==> config.mk <==
export PLATFORM = sky130hd
export DESIGN_NAME = spec_attr_gate
export DESIGN_NICKNAME = d
export VERILOG_FILES = /design/src/rtl/spec_gate_pkg.sv /design/src/rtl/sg_attr_decode.sv /design/src/rtl/sg_slot_ctrl.sv /design/src/rtl/sg_payload_reg.sv /design/src/rtl/spec_attr_gate.sv
export SDC_FILE = /design/constraint.sdc
export NUM_CORES = 1
export LEC_CHECK = 0
export BUFFER_PORTS_ARGS = -buffer_cell sky130_fd_sc_hd__buf_2
export CAP_MARGIN = 20
export CORE_MARGIN = 5
export CORE_UTILIZATION = 45
export CTS_CLUSTER_SIZE = 30
export DETAILED_ROUTE_END_ITERATION = 8
export GPL_ROUTABILITY_DRIVEN = 0
export PLACE_DENSITY = 0.79
export SLEW_MARGIN = 40
export SYNTH_ARGS = -nofsm -noshare
export SYNTH_HDL_FRONTEND = slang
export SYNTH_SLANG_ARGS = --single-unit
==> constraint.sdc <==
create_clock -name clk -period 1.61 [get_ports clk]
set_input_delay 0.483 -clock clk [delete_from_list [all_inputs] [get_ports clk]]
set_output_delay 0.483 -clock clk [all_outputs]
set_load 0.005 [all_outputs]
==> src/rtl/spec_gate_pkg.sv <==
// Shared types for the speculative access attribute gate.
package spec_gate_pkg;

    // Occupancy of the single request slot.
    typedef enum logic [1:0] {
        SLOT_EMPTY = 2'd0,
        SLOT_HELD  = 2'd1,
        SLOT_SEND  = 2'd2
    } slot_state_e;

    // Routing decision carried with a request.
    typedef struct packed {
        logic use_cache;
        logic ext;
        logic glob;
    } route_t;

endpackage

==> src/rtl/sg_attr_decode.sv <==
// Combinational routing decode from the W/I/M attribute bits and the
// operation type. Assumes the conflicting W=1,I=1 pair is resolved as
// inhibited, non-write-through; it reports the conflict separately.
module sg_attr_decode
    import spec_gate_pkg::*;
(
    input  logic   is_write,
    input  logic   attr_w,
    input  logic   attr_i,
    input  logic   attr_m,
    output route_t route,
    output logic   conflict
);

    logic inh_eff;
    logic wt_eff;

    // Resolve effective attributes and derive the route.
    always_comb begin
        conflict        = attr_w & attr_i;
        inh_eff         = attr_i;
        wt_eff          = attr_w & ~attr_i;
        route.use_cache = ~inh_eff;
        route.ext       = inh_eff | (is_write & wt_eff);
        route.glob      = attr_m;
    end

endmodule

==> src/rtl/sg_slot_ctrl.sv <==
// Single-slot occupancy control. Decides on acceptance whether a request
// must wait for commit (speculative stores and speculative guarded loads),
// releases it on commit, drops it on flush (flush wins). Commit and flush
// are only observed while a request is held.
module sg_slot_ctrl
    import spec_gate_pkg::*;
(
    input  logic clk,
    input  logic rst_n,
    input  logic req_valid,
    input  logic req_spec,
    input  logic req_write,
    input  logic req_guard,
    input  logic commit,
    input  logic flush,
    input  logic out_ready,
    output logic req_ready,
    output logic out_valid,
    output logic accept
);

    slot_state_e state_q;
    slot_state_e state_d;
    logic        need_hold;

    // Handshake outputs and hold decision.
    always_comb begin
        req_ready = (state_q == SLOT_EMPTY);
        out_valid = (state_q == SLOT_SEND);
        accept    = req_valid & req_ready;
        need_hold = req_spec & (req_write | req_guard);
    end

    // Next-state selection for the slot.
    always_comb begin
        state_d = state_q;
        unique case (state_q)
            SLOT_EMPTY: if (accept) state_d = need_hold ? SLOT_HELD : SLOT_SEND;
            SLOT_HELD: begin
                if (flush)       state_d = SLOT_EMPTY;
                else if (commit) state_d = SLOT_SEND;
            end
            SLOT_SEND:  if (out_ready) state_d = SLOT_EMPTY;
            default:    state_d = SLOT_EMPTY;
        endcase
    end

    // Slot state register.
    always_ff @(posedge clk) begin
        if (!rst_n) state_q <= SLOT_EMPTY;
        else        state_q <= state_d;
    end

    assert_held_no_issue_R3: assert property (@(posedge clk) disable iff (!rst_n)
        (state_q == SLOT_HELD && !commit) |=> !out_valid);

    assert_spec_store_held_R3: assert property (@(posedge clk) disable iff (!rst_n)
        (accept && req_spec && req_write) |=> (!out_valid && !req_ready));

    assert_commit_release_R4: assert property (@(posedge clk) disable iff (!rst_n)
        (state_q == SLOT_HELD && commit && !flush) |=> out_valid);

    assert_flush_discard_R5: assert property (@(posedge clk) disable iff (!rst_n)
        (state_q == SLOT_HELD && flush) |=> (!out_valid && req_ready));

    assert_unheld_issue_R2: assert property (@(posedge clk) disable iff (!rst_n)
        (accept && !req_spec) |=> out_valid);

endmodule

==> src/rtl/sg_payload_reg.sv <==
// Captures address, direction and routing decision when a request is
// accepted and presents them until the slot is refilled. Raises a one-cycle
// conflict pulse after accepting a W=1,I=1 request. Assumes accept can only
// occur while the slot is empty.
module sg_payload_reg
    import spec_gate_pkg::*;
#(
    parameter int ADDR_W = 32
) (
    input  logic              clk,
    input  logic              rst_n,
    input  logic              accept,
    input  logic              out_valid,
    input  logic              out_ready,
    input  logic [ADDR_W-1:0] in_addr,
    input  logic              in_write,
    input  route_t            in_route,
    input  logic              in_conflict,
    output logic [ADDR_W-1:0] q_addr,
    output logic              q_write,
    output route_t            q_route,
    output logic              err_pulse
);

    // Payload capture on acceptance.
    always_ff @(posedge clk) begin
        if (!rst_n) begin
            q_addr  <= '0;
            q_write <= 1'b0;
            q_route <= '0;
        end else if (accept) begin
            q_addr  <= in_addr;
            q_write <= in_write;
            q_route <= in_route;
        end
    end

    // One-cycle attribute conflict pulse.
    always_ff @(posedge clk) begin
        if (!rst_n) err_pulse <= 1'b0;
        else        err_pulse <= accept & in_conflict;
    end

    assert_out_stable_R10: assert property (@(posedge clk) disable iff (!rst_n)
        (out_valid && !out_ready) |=> ($stable(q_addr) && $stable(q_write) && $stable(q_route)));

    assert_err_single_R9: assert property (@(posedge clk) disable iff (!rst_n)
        err_pulse |=> !err_pulse);

endmodule

==> src/rtl/spec_attr_gate.sv <==
// Top of the speculative access attribute gate. Holds one request, keeps
// speculative stores and speculative guarded loads back until commit, and
// routes each released request by its W/I/M attributes. Assumes downstream
// honours the valid/ready handshake on the routed output.
module spec_attr_gate
    import spec_gate_pkg::*;
#(
    parameter int ADDR_W = 32
) (
    input  logic              clk,
    input  logic              rst_n,
    input  logic              req_valid,
    output logic              req_ready,
    input  logic [ADDR_W-1:0] req_addr,
    input  logic              req_write,
    input  logic              req_spec,
    input  logic              req_w,
    input  logic              req_i,
    input  logic              req_m,
    input  logic              req_g,
    input  logic              commit,
    input  logic              flush,
    output logic              out_valid,
    input  logic              out_ready,
    output logic [ADDR_W-1:0] out_addr,
    output logic              out_write,
    output logic              out_use_cache,
    output logic              out_ext,
    output logic              out_global,
    output logic              attr_err
);

    route_t dec_route;
    route_t held_route;
    logic   dec_conflict;
    logic   accept;

    sg_attr_decode u_decode (
        .is_write (req_write),
        .attr_w   (req_w),
        .attr_i   (req_i),
        .attr_m   (req_m),
        .route    (dec_route),
        .conflict (dec_conflict)
    );

    sg_slot_ctrl u_slot (
        .clk       (clk),
        .rst_n     (rst_n),
        .req_valid (req_valid),
        .req_spec  (req_spec),
        .req_write (req_write),
        .req_guard (req_g),
        .commit    (commit),
        .flush     (flush),
        .out_ready (out_ready),
        .req_ready (req_ready),
        .out_valid (out_valid),
        .accept    (accept)
    );

    sg_payload_reg #(.ADDR_W(ADDR_W)) u_payload (
        .clk         (clk),
        .rst_n       (rst_n),
        .accept      (accept),
        .out_valid   (out_valid),
        .out_ready   (out_ready),
        .in_addr     (req_addr),
        .in_write    (req_write),
        .in_route    (dec_route),
        .in_conflict (dec_conflict),
        .q_addr      (out_addr),
        .q_write     (out_write),
        .q_route     (held_route),
        .err_pulse   (attr_err)
    );

    // Route fields to output ports.
    always_comb begin
        out_use_cache = held_route.use_cache;
        out_ext       = held_route.ext;
        out_global    = held_route.glob;
    end

    assert_inhibit_bypass_R6: assert property (@(posedge clk) disable iff (!rst_n)
        (accept && req_i) |=> !out_use_cache);

    assert_global_follows_m_R8: assert property (@(posedge clk) disable iff (!rst_n)
        accept |=> (out_global == $past(req_m)));

    assert_wt_store_external_R7: assert property (@(posedge clk) disable iff (!rst_n)
        (accept && req_write && req_w) |=> out_ext);

    assert_conflict_flag_R9: assert property (@(posedge clk) disable iff (!rst_n)
        accept |=> (attr_err == $past(req_w && req_i)));

endmodule

# Word-level counts from Yosys, hierarchy flattened
# Cells that the tools add are included.
op_classes:
  bitwise_logic: 9
  n_reduce_logical: 2
  n_mux: 6
  eq_ne: 5
op_table:
  columns: ["op", "n"]
  rows:
  - ["2-bit 2-to-1 mux", 5]
  - ["1-bit AND", 6]
  - ["2-bit one-hot mux with 3 select lines", 1]
  - ["2-bit by 1-bit != test with 1-bit output (second input constant)", 2]
  - ["3-bit != test (second input constant)", 1]
  - ["3-bit AND reduction", 1]
  - ["2-bit by 1-bit equality test with 1-bit output (second input constant)", 1]
  - ["2-bit equality test (second input constant)", 1]
  - ["2-bit zero test", 1]
  - ["1-bit bitwise OR", 2]
  - ["1-bit NOT", 1]
totals:
  register_bits: 39

# Logic depth before layout (Yosys ltp)
depth:
  ltp_word: 5
  depth_mapped: 5
  mapped_depth_nobuf: 3

# By module
# A second synthesis with hierarchy kept.
unflattened:
  cells_unflattened: 136
  area_unflattened_um2: 1576.5
modules_own_cells:
  columns: ["mod", "area_per_inst_um2", "seq_area_each_um2", "cells_each", "n_inst"]
  rows:
  - ["sg_payload_reg", 1415.1, 740.7, 117, 1]
  - ["sg_slot_ctrl", 136.4, 40.0, 15, 1]
  - ["sg_attr_decode", 25.0, 0.0, 4, 1]

# Worst setup path before layout
# Ideal clock, no wire load.
synth_path:
  path_type: "input-to-reg"
  startpoint: "input port req_valid"
  endpoint: "register u_payload.q_addr[7]"
  n_path_buf: 2
  setup_slack_ns: 0.265
  t_required_ns: 1.492
  arrival_time_ns: 1.226
  stages: 5
  cell_sequence: "or3b_1 -> buf_6 -> buf_12 -> nand2_4 -> a21boi_2"
synth_between:
  elab_chain_len: 1
synth_rtl:
  columns: ["element", "line_no", "source"]
  rows:
  - ["start, declared", "spec_attr_gate.sv:12", "input logic req_valid,"]
  - ["1-bit AND", "sg_slot_ctrl.sv:30", "accept = req_valid & req_ready;"]
  - ["end signal, assigned", "sg_payload_reg.sv:32", "q_addr <= in_addr;"]
  - ["end, declared", "sg_payload_reg.sv:19", "output logic [ADDR_W-1:0] q_addr,"]
# Every way passes these cells.
# A chain may end at the register's enable or synchronous reset.

# Worst setup path after layout
layout_path:
  startpoint: "register u_slot.state_q[0]"
  endpoint: "output port out_valid"
layout_between:
  elab_chain_len: 1
layout_rtl:
  columns: ["element", "line_no", "source"]
  rows:
  - ["start, declared", "sg_slot_ctrl.sv:22", "slot_state_e state_q;"]
  - ["start signal, assigned", "sg_slot_ctrl.sv:51", "else state_q <= state_d;"]
  - ["2-bit equality test", "sg_slot_ctrl.sv:29", "out_valid = (state_q == SLOT_SEND);"]
  - ["end, declared", "spec_attr_gate.sv:23", "output logic out_valid,"]
# Every way passes these cells.

==> run_results.csv <==
group,metric,value,unit
yosys,synth_top_family_by_area,"simple AND/OR/NAND/NOR gates",
yosys,yosysSeqAreaShare,47.85,%
detailed_routing,first_pass_iters,4,
sta,tns,0,ns
sta,rsz0062_at_grt,"no",
critical_path,critPathKind,"reg -> out",
critical_path,crit_path_cell_trace,"nor2b_2, buf_2",
global_route,grt_max_degree,40,
sta,final.period_utilization,95.24,%
clocking,cts.sink_count,39,
hold_path,hold_path.class,"in -> reg",
detailed_routing,vias_per_cell,4.594,
clocking,cts_buffer_depth,2,
clocking,cts_buffers,5,
floorplan,die_x,70.22,um
floorplan,coreArea,0.003416,sq mm
yosys,synth.cell_area,0.001632,sq mm
clocking,htreeDepth,2,
detailed_routing,vias,1392,
floorplan,rows,21,
yosys,synth_cell_types,24,
flow_run,maxCapViolCount,0,
detailed_routing,first_iter_violations,79,
yosys,ys_top_cells_by_area,"dfxtp_1 48%, nand2_1 14%, a21boi_1 8.7%",
layout,utilization,62.34,%
critical_path,worstPathRequired,1.13,ns
critical_path,crit_path_max_incr_delay,0.50,ns
yosys,synthXorXnorAreaFrac,0,%
yosys,synth_async_sr_flop_share,0,%
clocking,cts_tree,"built",
yosys,synth-seq-cells,39,
critical_path,cp-start-kind,"flip-flop",
layout,final_common_cell,"buf_2",
floorplan,start_util,47.77,%
global_route,grt_pass1_wl,6168,um
layout,nets,300,
detailed_routing,wl,3597,um
critical_path,crit_path_start,"u_slot.state_q[0]",
yosys,postSynthAreaPerCell,9.377,sq um
floorplan,die_area,0.004930,sq mm
yosys,synth_top_area_share,47.85,%
yosys,yosys_warnings,0,
yosys,synth-compound-area-share,21.17,%
global_route,grt_pass1_vias,1390,
yosys,synthMuxAreaShare,0,%
yosys,synth_adder_area_share,0,%
clocking,ctsHoldBuffers,0,
outcome,status,"completed",
clocking,clkTransAtPathRegs,0.11,ns
critical_path,cp.arrival,1.05,ns
critical_path,r2r-start,"u_slot.state_q[0]",
global_route,grt_usage,15.49,%
yosys,synth_simple_gate_area_share,24.85,%
critical_path,endpoint_kind,"primary output",
layout,final_cell_mix,"82 x buf_2, 61 x nand2_1, 38 x dfxtp_1",
power,power_leakage,1.069,nW
floorplan,die_h,70.22,um
sta,skew,0.005157,ns
yosys,synth_ff_type,"dfxtp_1",
sta,relSlewSlack,80.63,%
clocking,cts_root_buf,"clkbuf_4",
placement,place_hpwl,2683,um
global_route,grt_overflow,0,
sta,setup_viol,0,
detailed_routing,drc_errors,0,
layout,drive_gt1_share,45.53,%
layout,antenna_cells,0,
critical_path,cp_slowest_cell,"dfxtp_1",
yosys,syn-num-nets,218,
yosys,synth_cells,174,
critical_path,worst-path-max-fanout,7,
sta,fin_crit,1.533,ns
layout,syn_to_final_growth,30.52,%
detailed_routing,route.detailed.wl_per_inst,11.87,um
global_route,grt_antenna_before_repair,0,
sta,hold_violations,0,
sta,max_freq,652.2,MHz
yosys,yosysTopAreaCell,"dfxtp_1",
clocking,clk_latency,0.33,ns
sta,maxSlewViolCount,0,
power,power.density,882.8,mW/mm^2
power,finalPower,1.880,mW
hold_path,hp-start,"req_addr[18]",
placement,numPortBuffers,82,
power,peakVddDrop,0.5460,mV
sta,tightestPinTransition,0.2901,ns
detailed_routing,drt.antenna.violating_nets,0,
yosys,synth_edf_count,0,
floorplan,boundaryPins,83,
==> timing repair <==
action | in CTS | in global routing
gates resized for setup | 1 | 1
setup buffers | 0 | 0
endpoints found under the setup margin | 1 | 1
==> metal layers <==
layer,wire [um],share of wire [%],track usage [%],up-vias
met4,37,1.0,3.830,0
met1,1587,44,18.37,605
li1,-,-,-,727
met3,384,11,7.891,5
met2,1588,44,24.87,55
met5,0,0,0,-
==> registers in the layout (all words and copies together), names as in the netlist <==
| name | flops |
|---|---|
| u_payload.q_write | 1 |
| u_slot.state_q | 2 |
| u_payload.q_route | 3 |
| u_payload.err_pulse | 1 |
| u_payload.q_addr | 32 |
==> worst max-delay path: cells and delay by family (launching register included) <==
| kind | cells | cell delay (ns) |
|---|---|---|
| DFF | 1 | 0.50 |
| buffers and inverters | 1 | 0.13 |
| and+or+nand+nor | 1 | 0.08 |
==> cells in the mapped netlist (all sizes together), types with 2 or more instances <==
cell type,instances
a21oi,2
nor3b,2
inv,2
dfxtp,39
nor2,2
a21boi,35
o211a,2
clkbuf,5
buf,7
nand2,71
==> kinds of logic (layout without fill, tap and decap cells) <==
logic type             after synthesis  count (layout)
and+or+nand+nor                     80              80
AOI/OAI and AO/OA                   41              41
DFF                                 39              39
buffers and inverters               14              97
==> per-stage QoR <==
step | hold slack (ns) | worst slack (ns) | area (sq um) | instances
4_1_cts | 0.3522 | 0.03823 | 2127 | 303
3_5_place_dp | 0.4416 | 0.01838 | 2076 | 295
5_1_grt | 0.3510 | 0.004849 | 2130 | 303
3_3_place_gp | 0.4385 | 0.07278 | 2076 | 295
2_1_floorplan | 0.4514 | 0.2654 | 1632 | 174
6_report | 0.3751 | 0.07668 | 2130 | 303
==> path summary, 6_finish.rpt <==
path | endpoint | slack, ns | cells after the start
min reg2reg | u_payload.q_addr[1] | 0.45 | 2
max | out_valid | 0.08 | 2
max reg2reg | u_payload.q_addr[5] | 0.19 | 4
min | u_payload.q_addr[18] | 0.38 | 3
==> power breakdown <==
| part | internal (mW) | leakage (nW) | switching (mW) | total (mW) |
|---|---|---|---|---|
| combinational | 0.176 | 0.719 | 0.173 | 0.348 |
| sequential | 1.03 | 0.321 | 0.0430 | 1.07 |
| clock | 0.170 | 0.0293 | 0.288 | 0.458 |
| total | 1.38 | 1.07 | 0.504 | 1.88 |
==> cell type report <==
cell class                      count  area [sq um]
Sequential cell                    39         782.0
Multi-Input combinational cell    121         759.5
Timing Repair Buffer               87         473.0
Fill cell                         325          1286
Clock buffer                        7         45.04
Clock inverter                      1         5.005
Tap cell                           46         57.56
Inverter                            2         7.507
No activity file was read; power rests on OpenSTA's default activity.
